File: config.mk
export PLATFORM = sky130hd
export DESIGN_NAME = flash_cmd_decoder
export DESIGN_NICKNAME = d
export VERILOG_FILES = /design/src/rtl/fcd_pkg.sv /design/src/rtl/fcd_bus_front.sv /design/src/rtl/fcd_seq_ctrl.sv /design/src/rtl/fcd_ident_rom.sv /design/src/rtl/flash_cmd_decoder.sv
export SDC_FILE = /design/constraint.sdc
export NUM_CORES = 1
export LEC_CHECK = 0
export BUFFER_PORTS_ARGS = -buffer_cell sky130_fd_sc_hd__clkbuf_2
export CORE_MARGIN = 2
export CORE_UTILIZATION = 54
export CTS_CLUSTER_SIZE = 25
export DETAILED_ROUTE_END_ITERATION = 7
export PLACE_DENSITY = 0.85
export SYNTH_ARGS = -nofsm -noshare
export SYNTH_HDL_FRONTEND = slang
export SYNTH_HIERARCHICAL = 1
export SYNTH_SLANG_ARGS = --single-unit
File: constraint.sdc
create_clock -name clk -period 5 [get_ports clk]
set_clock_uncertainty 0.1 [all_clocks]
set_input_delay 1.25 -clock clk [delete_from_list [all_inputs] [get_ports clk]]
set_output_delay 1.25 -clock clk [all_outputs]
set_load 0.01 [all_outputs]
File: src/rtl/fcd_pkg.sv
package fcd_pkg;

    localparam int NUM_SECT = 19;
    localparam int SECT_W   = 5;
    localparam int OP_W     = 8;
    localparam int KEY_W    = 11;
    localparam int HI_W     = 7;

    localparam logic [KEY_W-1:0] KEY_A_WADDR = 11'h555;
    localparam logic [KEY_W-1:0] KEY_B_WADDR = 11'h2AA;

    localparam logic [OP_W-1:0] OP_KEY_A   = 8'hAA;
    localparam logic [OP_W-1:0] OP_KEY_B   = 8'h55;
    localparam logic [OP_W-1:0] OP_RESET   = 8'hF0;
    localparam logic [OP_W-1:0] OP_IDENT   = 8'h90;
    localparam logic [OP_W-1:0] OP_PROGRAM = 8'hA0;
    localparam logic [OP_W-1:0] OP_ERS_ARM = 8'h80;
    localparam logic [OP_W-1:0] OP_CHIP    = 8'h10;
    localparam logic [OP_W-1:0] OP_SECTOR  = 8'h30;
    localparam logic [OP_W-1:0] OP_HOLD    = 8'hB0;
    localparam logic [OP_W-1:0] OP_CONT    = 8'h30;

    typedef enum logic [2:0] {
        ST_IDLE,
        ST_KEY1,
        ST_KEY2,
        ST_PGM_ARM,
        ST_ERS_ARM,
        ST_ERS_KEY1,
        ST_ERS_KEY2,
        ST_IDENT
    } seq_state_e;

    typedef struct packed {
        logic rst_rd;
        logic ident;
        logic prog;
        logic chip_ers;
        logic sect_ers;
        logic hold;
        logic cont;
    } cmd_pulse_t;

    // Word-address compare; in byte mode the half-word bit must match too.
    function automatic logic addr_is(input logic [KEY_W-1:0] w,
                                     input logic             lsb,
                                     input logic             byte_mode,
                                     input logic [KEY_W-1:0] tgt_w,
                                     input logic             tgt_lsb);
        return (w == tgt_w) && (!byte_mode || (lsb == tgt_lsb));
    endfunction

    // Sector index from word-address bits 18..12.
    function automatic logic [SECT_W-1:0] sector_of(input logic [HI_W-1:0] hi,
                                                    input logic            top_boot);
        logic [SECT_W-1:0] s;
        if (top_boot) begin
            if (hi[6:3] != 4'hF)  s = SECT_W'(hi[6:3]);
            else if (!hi[2])      s = SECT_W'(15);
            else if (hi[1])       s = SECT_W'(18);
            else if (!hi[0])      s = SECT_W'(16);
            else                  s = SECT_W'(17);
        end else begin
            if (hi[6:3] != 4'h0)  s = SECT_W'(hi[6:3]) + SECT_W'(3);
            else if (hi[2])       s = SECT_W'(3);
            else if (!hi[1])      s = SECT_W'(0);
            else if (!hi[0])      s = SECT_W'(1);
            else                  s = SECT_W'(2);
        end
        return s;
    endfunction

endpackage

File: src/rtl/fcd_bus_front.sv
module fcd_bus_front #(
    parameter int WA_W = 19
) (
    input  logic            clk,
    input  logic            rst,
    input  logic            ce_n,
    input  logic            we_n,
    input  logic            oe_n,
    input  logic [WA_W-1:0] addr,
    input  logic            addr_lsb,
    output logic            wr_end,
    output logic [WA_W-1:0] lat_addr,
    output logic            lat_lsb
);
    localparam int NSTRB = 3;
    localparam int SYNC_D = 2;

    logic [NSTRB-1:0] raw;
    logic [NSTRB-1:0] synced;

    assign raw = {oe_n, we_n, ce_n};

    generate
        for (genvar i = 0; i < NSTRB; i++) begin : g_sync
            logic [SYNC_D-1:0] chain;
            always_ff @(posedge clk) begin
                if (rst) chain <= '1;
                else     chain <= {chain[SYNC_D-2:0], raw[i]};
            end
            assign synced[i] = chain[SYNC_D-1];
        end
    endgenerate

    logic cyc_on, cyc_on_q, wr_begin;

    assign cyc_on   = !synced[0] && !synced[1] && synced[2];
    assign wr_begin = cyc_on && !cyc_on_q;
    assign wr_end   = !cyc_on && cyc_on_q;

    always_ff @(posedge clk) begin
        if (rst) begin
            cyc_on_q <= 1'b0;
            lat_addr <= '0;
            lat_lsb  <= 1'b0;
        end else begin
            cyc_on_q <= cyc_on;
            if (wr_begin) begin
                lat_addr <= addr;
                lat_lsb  <= addr_lsb;
            end
        end
    end

endmodule

File: src/rtl/fcd_seq_ctrl.sv
module fcd_seq_ctrl
    import fcd_pkg::*;
#(
    parameter int WA_W     = 19,
    parameter int DQ_W     = 16,
    parameter bit TOP_BOOT = 1'b1
) (
    input  logic              clk,
    input  logic              rst,
    input  logic              wr_end,
    input  logic [WA_W-1:0]   lat_addr,
    input  logic              lat_lsb,
    input  logic [DQ_W-1:0]   dq,
    input  logic              byte_mode,
    input  logic              vdd_low,
    input  logic              pgm_busy,
    input  logic              serase_busy,
    output logic              ident_mode,
    output cmd_pulse_t        pulse,
    output logic [WA_W-1:0]   prog_addr,
    output logic              prog_lsb,
    output logic [DQ_W-1:0]   prog_data,
    output logic [SECT_W-1:0] erase_sector
);
    seq_state_e st, st_n;
    cmd_pulse_t pulse_n;

    logic [OP_W-1:0]  op;
    logic [KEY_W-1:0] key_w;
    logic             at_a, at_b, key_a_ok, key_b_ok, take;

    assign op       = dq[OP_W-1:0];
    assign key_w    = lat_addr[KEY_W-1:0];
    assign at_a     = addr_is(key_w, lat_lsb, byte_mode, KEY_A_WADDR, 1'b0);
    assign at_b     = addr_is(key_w, lat_lsb, byte_mode, KEY_B_WADDR, 1'b1);
    assign key_a_ok = at_a && (op == OP_KEY_A);
    assign key_b_ok = at_b && (op == OP_KEY_B);
    assign take     = wr_end && !vdd_low && !pgm_busy;

    always_comb begin
        st_n    = st;
        pulse_n = '0;
        if (take) begin
            if (st == ST_PGM_ARM) begin
                pulse_n.prog = 1'b1;
                st_n         = ST_IDLE;
            end else if (op == OP_RESET) begin
                pulse_n.rst_rd = 1'b1;
                st_n           = ST_IDLE;
            end else if (serase_busy && (op == OP_HOLD)) begin
                pulse_n.hold = 1'b1;
                st_n         = ST_IDLE;
            end else if (serase_busy && (op == OP_CONT) && (st == ST_IDLE)) begin
                pulse_n.cont = 1'b1;
            end else begin
                unique case (st)
                    ST_IDLE, ST_IDENT: st_n = key_a_ok ? ST_KEY1 : ST_IDLE;
                    ST_KEY1:           st_n = key_b_ok ? ST_KEY2 : ST_IDLE;
                    ST_KEY2: begin
                        st_n = ST_IDLE;
                        if (at_a && (op == OP_IDENT)) begin
                            st_n          = ST_IDENT;
                            pulse_n.ident = 1'b1;
                        end else if (at_a && (op == OP_PROGRAM)) begin
                            st_n = ST_PGM_ARM;
                        end else if (at_a && (op == OP_ERS_ARM)) begin
                            st_n = ST_ERS_ARM;
                        end
                    end
                    ST_ERS_ARM:  st_n = key_a_ok ? ST_ERS_KEY1 : ST_IDLE;
                    ST_ERS_KEY1: st_n = key_b_ok ? ST_ERS_KEY2 : ST_IDLE;
                    ST_ERS_KEY2: begin
                        st_n = ST_IDLE;
                        if (at_a && (op == OP_CHIP))  pulse_n.chip_ers = 1'b1;
                        else if (op == OP_SECTOR)     pulse_n.sect_ers = 1'b1;
                    end
                    default: st_n = ST_IDLE;
                endcase
            end
        end
    end

    always_ff @(posedge clk) begin
        if (rst) begin
            st           <= ST_IDLE;
            pulse        <= '0;
            prog_addr    <= '0;
            prog_lsb     <= 1'b0;
            prog_data    <= '0;
            erase_sector <= '0;
        end else begin
            st    <= st_n;
            pulse <= pulse_n;
            if (pulse_n.prog) begin
                prog_addr <= lat_addr;
                prog_lsb  <= lat_lsb;
                prog_data <= dq;
            end
            if (pulse_n.sect_ers)
                erase_sector <= sector_of(lat_addr[WA_W-1 -: HI_W], TOP_BOOT);
        end
    end

    assign ident_mode = (st == ST_IDENT);

endmodule

File: src/rtl/fcd_ident_rom.sv
module fcd_ident_rom
    import fcd_pkg::*;
#(
    parameter int              DQ_W     = 16,
    parameter bit              TOP_BOOT = 1'b1,
    parameter logic [7:0]      MFR_ID   = 8'h01,
    parameter logic [DQ_W-1:0] DEV_ID   = 'h22C5
) (
    input  logic                clk,
    input  logic                rst,
    input  logic                ident_mode,
    input  logic                byte_mode,
    input  logic [HI_W-1:0]     addr_hi,
    input  logic                addr_b6,
    input  logic [1:0]          addr_off,
    input  logic [NUM_SECT-1:0] sect_prot,
    output logic [DQ_W-1:0]     rdata
);
    logic [DQ_W-1:0]   val;
    logic [SECT_W-1:0] sidx;

    assign sidx = sector_of(addr_hi, TOP_BOOT);

    always_comb begin
        val = '0;
        if (ident_mode && !addr_b6) begin
            unique case (addr_off)
                2'd0:    val = DQ_W'(MFR_ID);
                2'd1:    val = DEV_ID;
                2'd2:    val = DQ_W'(sect_prot[sidx]);
                default: val = '0;
            endcase
        end
        if (byte_mode) val[DQ_W-1:8] = '0;
    end

    always_ff @(posedge clk) begin
        if (rst) rdata <= '0;
        else     rdata <= val;
    end

endmodule

File: src/rtl/flash_cmd_decoder.sv
module flash_cmd_decoder
    import fcd_pkg::*;
#(
    parameter int              WA_W     = 19,
    parameter int              DQ_W     = 16,
    parameter bit              TOP_BOOT = 1'b1,
    parameter logic [7:0]      MFR_ID   = 8'h01,
    parameter logic [DQ_W-1:0] DEV_ID   = 'h22C5
) (
    input  logic                clk,
    input  logic                rst,
    input  logic                bus_ce_n,
    input  logic                bus_we_n,
    input  logic                bus_oe_n,
    input  logic [WA_W-1:0]     bus_addr,
    input  logic                bus_addr_lsb,
    input  logic [DQ_W-1:0]     bus_dq,
    input  logic                byte_mode,
    input  logic                vdd_low,
    input  logic                pgm_busy,
    input  logic                serase_busy,
    input  logic [NUM_SECT-1:0] sect_prot,
    output logic                ident_mode,
    output logic [DQ_W-1:0]     ident_data,
    output logic                cmd_reset,
    output logic                cmd_ident,
    output logic                cmd_prog,
    output logic [WA_W-1:0]     prog_addr,
    output logic                prog_lsb,
    output logic [DQ_W-1:0]     prog_data,
    output logic                cmd_chip_erase,
    output logic                cmd_sect_erase,
    output logic [SECT_W-1:0]   erase_sector,
    output logic                cmd_suspend,
    output logic                cmd_resume
);
    logic            wr_end;
    logic [WA_W-1:0] lat_addr;
    logic            lat_lsb;
    cmd_pulse_t      pulse;

    fcd_bus_front #(.WA_W(WA_W)) u_front (
        .clk      (clk),
        .rst      (rst),
        .ce_n     (bus_ce_n),
        .we_n     (bus_we_n),
        .oe_n     (bus_oe_n),
        .addr     (bus_addr),
        .addr_lsb (bus_addr_lsb),
        .wr_end   (wr_end),
        .lat_addr (lat_addr),
        .lat_lsb  (lat_lsb)
    );

    fcd_seq_ctrl #(.WA_W(WA_W), .DQ_W(DQ_W), .TOP_BOOT(TOP_BOOT)) u_seq (
        .clk          (clk),
        .rst          (rst),
        .wr_end       (wr_end),
        .lat_addr     (lat_addr),
        .lat_lsb      (lat_lsb),
        .dq           (bus_dq),
        .byte_mode    (byte_mode),
        .vdd_low      (vdd_low),
        .pgm_busy     (pgm_busy),
        .serase_busy  (serase_busy),
        .ident_mode   (ident_mode),
        .pulse        (pulse),
        .prog_addr    (prog_addr),
        .prog_lsb     (prog_lsb),
        .prog_data    (prog_data),
        .erase_sector (erase_sector)
    );

    fcd_ident_rom #(.DQ_W(DQ_W), .TOP_BOOT(TOP_BOOT), .MFR_ID(MFR_ID), .DEV_ID(DEV_ID)) u_rom (
        .clk        (clk),
        .rst        (rst),
        .ident_mode (ident_mode),
        .byte_mode  (byte_mode),
        .addr_hi    (bus_addr[WA_W-1 -: HI_W]),
        .addr_b6    (bus_addr[6]),
        .addr_off   (bus_addr[1:0]),
        .sect_prot  (sect_prot),
        .rdata      (ident_data)
    );

    assign cmd_reset      = pulse.rst_rd;
    assign cmd_ident      = pulse.ident;
    assign cmd_prog       = pulse.prog;
    assign cmd_chip_erase = pulse.chip_ers;
    assign cmd_sect_erase = pulse.sect_ers;
    assign cmd_suspend    = pulse.hold;
    assign cmd_resume     = pulse.cont;

endmodule

==> key figures <==
Timing
  – Fmax: 0.377 GHz
  – Post-layout min period: 2.66 ns
  – Tcrit/Tclk final: 0.531
  – Least-Margin Pin Slew: 0.813 ns
  – Slew headroom: 0.458
  – Unrepaired setup endpoints after global routing: no
  – Slew Viols, Final: 0
  – Final hold vios: 0
  – Worst hold margin: 0.326 ns
  – Setup TNS: 0 ns
  – Final Setup Violations: 0

Routing
  – Drt drc: 0
  – WL met2: 4.31 mm
  – Met1 WL: 3.64 mm
  – Post-route ant nets: 0
  – Vias per inst: 5.17
  – DRT Pass-1 Iters: 4
  – Highest layer used for signal routing: met4
  – Vias: 3,314
  – Wire length on met3: 439 um
  – 1st-iter DRT viols: 166
  – Total wire length: 8.60 mm
  – Routed len/inst: 13.4 um

Clock network
  – Post-CTS setup buffer count: 0
  – H-tree levels: 3
  – Clock tree buffer depth: 2
  – Clock sinks: 81
  – Clock Tree Root: clkbuf_8
  – Clk slew on worst S/H paths: 0.08 ns
  – CTS tree: done
  – TritonCTS Buffers: 9
  – Post-CTS Resized: 0
  – Post-CTS Hold Buffers: 0
  – Worst-Skew Late Latency: 0.35 ns

Logic synthesis
  – Syn avg cell area: 8.70 um^2
  – Async S/R FF share, synth: 0
  – Post-synth EDFFs: 0
  – Top-area cell type share of the netlist area: 0.429
  – Synth cell count leaders: 82 x nand2_1, 81 x dfxtp_1, 44 x nand2b_1, 43 x a21oi_1, 21 x mux2i_1
  – Primary FF master, synth: dfxtp_1
  – Cell taking the most area after synthesis: dfxtp_1
  – Synth Instances: 435
  – Dominant cells by area after synthesis: dfxtp_1 43%, nand2_1 8.1%, nand2b_1 7.3%
  – Synthesized flop and latch total: 81
  – Most common cell in the netlist: nand2_1
  – Unique masters post-synth: 59
  – Post-synthesis instance area: 0.00378 mm^2
  – Ys Warns: 6
  – Sequential area share after synthesis: 0.429

Setup path
  – Largest fanout on the critical path: 48
  – Critical Path RT: 5.17 ns
  – Arrival time at the worst endpoint: 2.82 ns
  – Crit Path Class: in2reg
  – Crit start category: input port
  – CP Launch Point: rst
  – Worst r2r src: u_front/g_sync[1].chain[1]
  – Crit. End Element: flop

Floorplanning
  – Die H: 87.7 um
  – Area of the core: 0.00679 mm^2
  – Area of the die: 0.00769 mm^2
  – FP Rows: 30
  – Starting Density: 0.557
  – Ports: 129
  – Die width: 87.7 um

GRT
  – Largest net degree at the start of global routing: 49
  – First-pass GRT wire length: 13.8 mm
  – Gr usage total: 0.229
  – Number of global-route vias before repair: 3,031
  – Grt ovf: 0
  – Number of antenna violations at the first check in global routing: 0

Run status
  – Status: completed

Power and ir drop
  – P per Cell Area: 279 mW/mm^2
  – Worst vdd ir: 0.160 mV
  – Leak: 0.00189 uW
  – Total Power: 1270 uW

Placed design
  – DP HPWL: 6.29 mm
  – Placed insts: 625
  – RD Place Congestion: 0.894
  – Number of port buffers: 118

Run
  – Max Cap Viol: 0

Min path
  – Worst min path class: reg2reg
  – Hold Startpoint: u_front/g_sync[0].chain[0]

Finish
  – NumNets Final: 604
  – Layout Utilization: 0.668
  – Finished Layout Cells: 641
  – Layout cell share with drive strength beyond 1: 0.297
  – # diodes: 0
  – Area Overhead vs Synth: 19.9%
[cells by family (layout without fill, tap and decap cells)]
group | after synthesis | after routing | synth area share
other cells | 1 | 10 | 0.000991
buf+inv | 47 | 148 | 0.0738
mux | 21 | 21 | 0.0556
xor+xnor | 2 | 2 | 0.00463
simple gates | 214 | 214 | 0.327
flops | 81 | 81 | 0.429
compound gates | 69 | 69 | 0.109
[flip-flops by register name (all words and copies together), names as in the netlist]
name / cells
u_rom/rdata: 3
u_seq/erase_sector: 5
u_seq/prog_data: 16
u_seq/pulse: 7
u_front/lat_lsb: 1
u_front/lat_addr: 19
u_seq/prog_addr: 19
u_seq/prog_lsb: 1
u_seq/st: 3
u_front/g_sync.chain: 6
u_front/cyc_on_q: 1
[layer usage]
metal	global-route usage	vias up
li1	-	1669
met3	0.0424	16
met1	0.270	1516
met2	0.399	113
met5	0	-
met4	0.109	0
[where the power goes]
part / switching (uW) / internal (uW) / leakage, uW
Sequential: 2.51 / 648 / 0.000654
Clock: 226 / 307 / 0.000115
Combinational: 46.0 / 38.1 / 0.00112
[critical path, cell delays in order]
cell	delay [ns]
clkbuf_2	0.45
or3b_2	0.64
or2_2	0.32
nor3_1	0.15
[cell type report]
type	instances	area, um^2
Clock buffer	11	151
Sequential cell	81	1620
Fill cell	595	2260
Timing Repair Buffer	120	606
Inverter	12	45.0
Tap cell	96	120
Multi-Input combinational cell	316	1920
Clock inverter	5	77.6
[cells in the final DEF, fill, tap and decap left out, types with 2 or more instances in the layout]
master     netlist  routed
clkbuf_2         0     118
nand2_1         82      82
dfxtp_1         81      81
nand2b_1        44      44
a21oi_1         43      43
mux2i_1         21      21
nor2_1          14      14
inv_1           12      12
clkbuf_8         0      11
conb_1           1      10
or2_2            8       8
nand3_1          8       8
nor2b_1          7       7
nor4b_1          6       6
nor3_1           6       6
nor4_1           5       5
o21ai_0          5       5
and3_1           5       5
nand4_1          4       4
nand4b_1         3       3
a31oi_1          3       3
bufinv_16        0       2
clkinv_2         0       2
buf_4           13       2
o211a_1          2       2
o31ai_1          2       2
nor3b_2          2       2
xor2_1           2       2
o2bb2ai_1        2       2
o21ai_1          2       2
[per-stage QoR]
| step | cell area [um^2] | setup WS, ns |
|---|---|---|
| 5_1_grt | 4540 | 2.27 |
| 4_1_cts | 4540 | 2.36 |
| 6_report | 4540 | 2.34 |
| 3_3_place_gp | 4310 | 2.08 |
| 3_5_place_dp | 4310 | 2.01 |
| 2_1_floorplan | 3820 | 2.35 |
[path summary, 6_finish.rpt]
| kind | endpoint | slack (ns) | depth (start not counted) |
|---|---|---|---|
| min | u_front/g_sync[0].chain[1] | 0.33 | 1 |
| max | u_rom/rdata[9] | 2.34 | 4 |
| min reg2reg | u_front/g_sync[0].chain[1] | 0.33 | 1 |
| max reg2reg | u_seq/prog_addr[10] | 2.85 | 6 |
(Power assumes the default switching activity.)
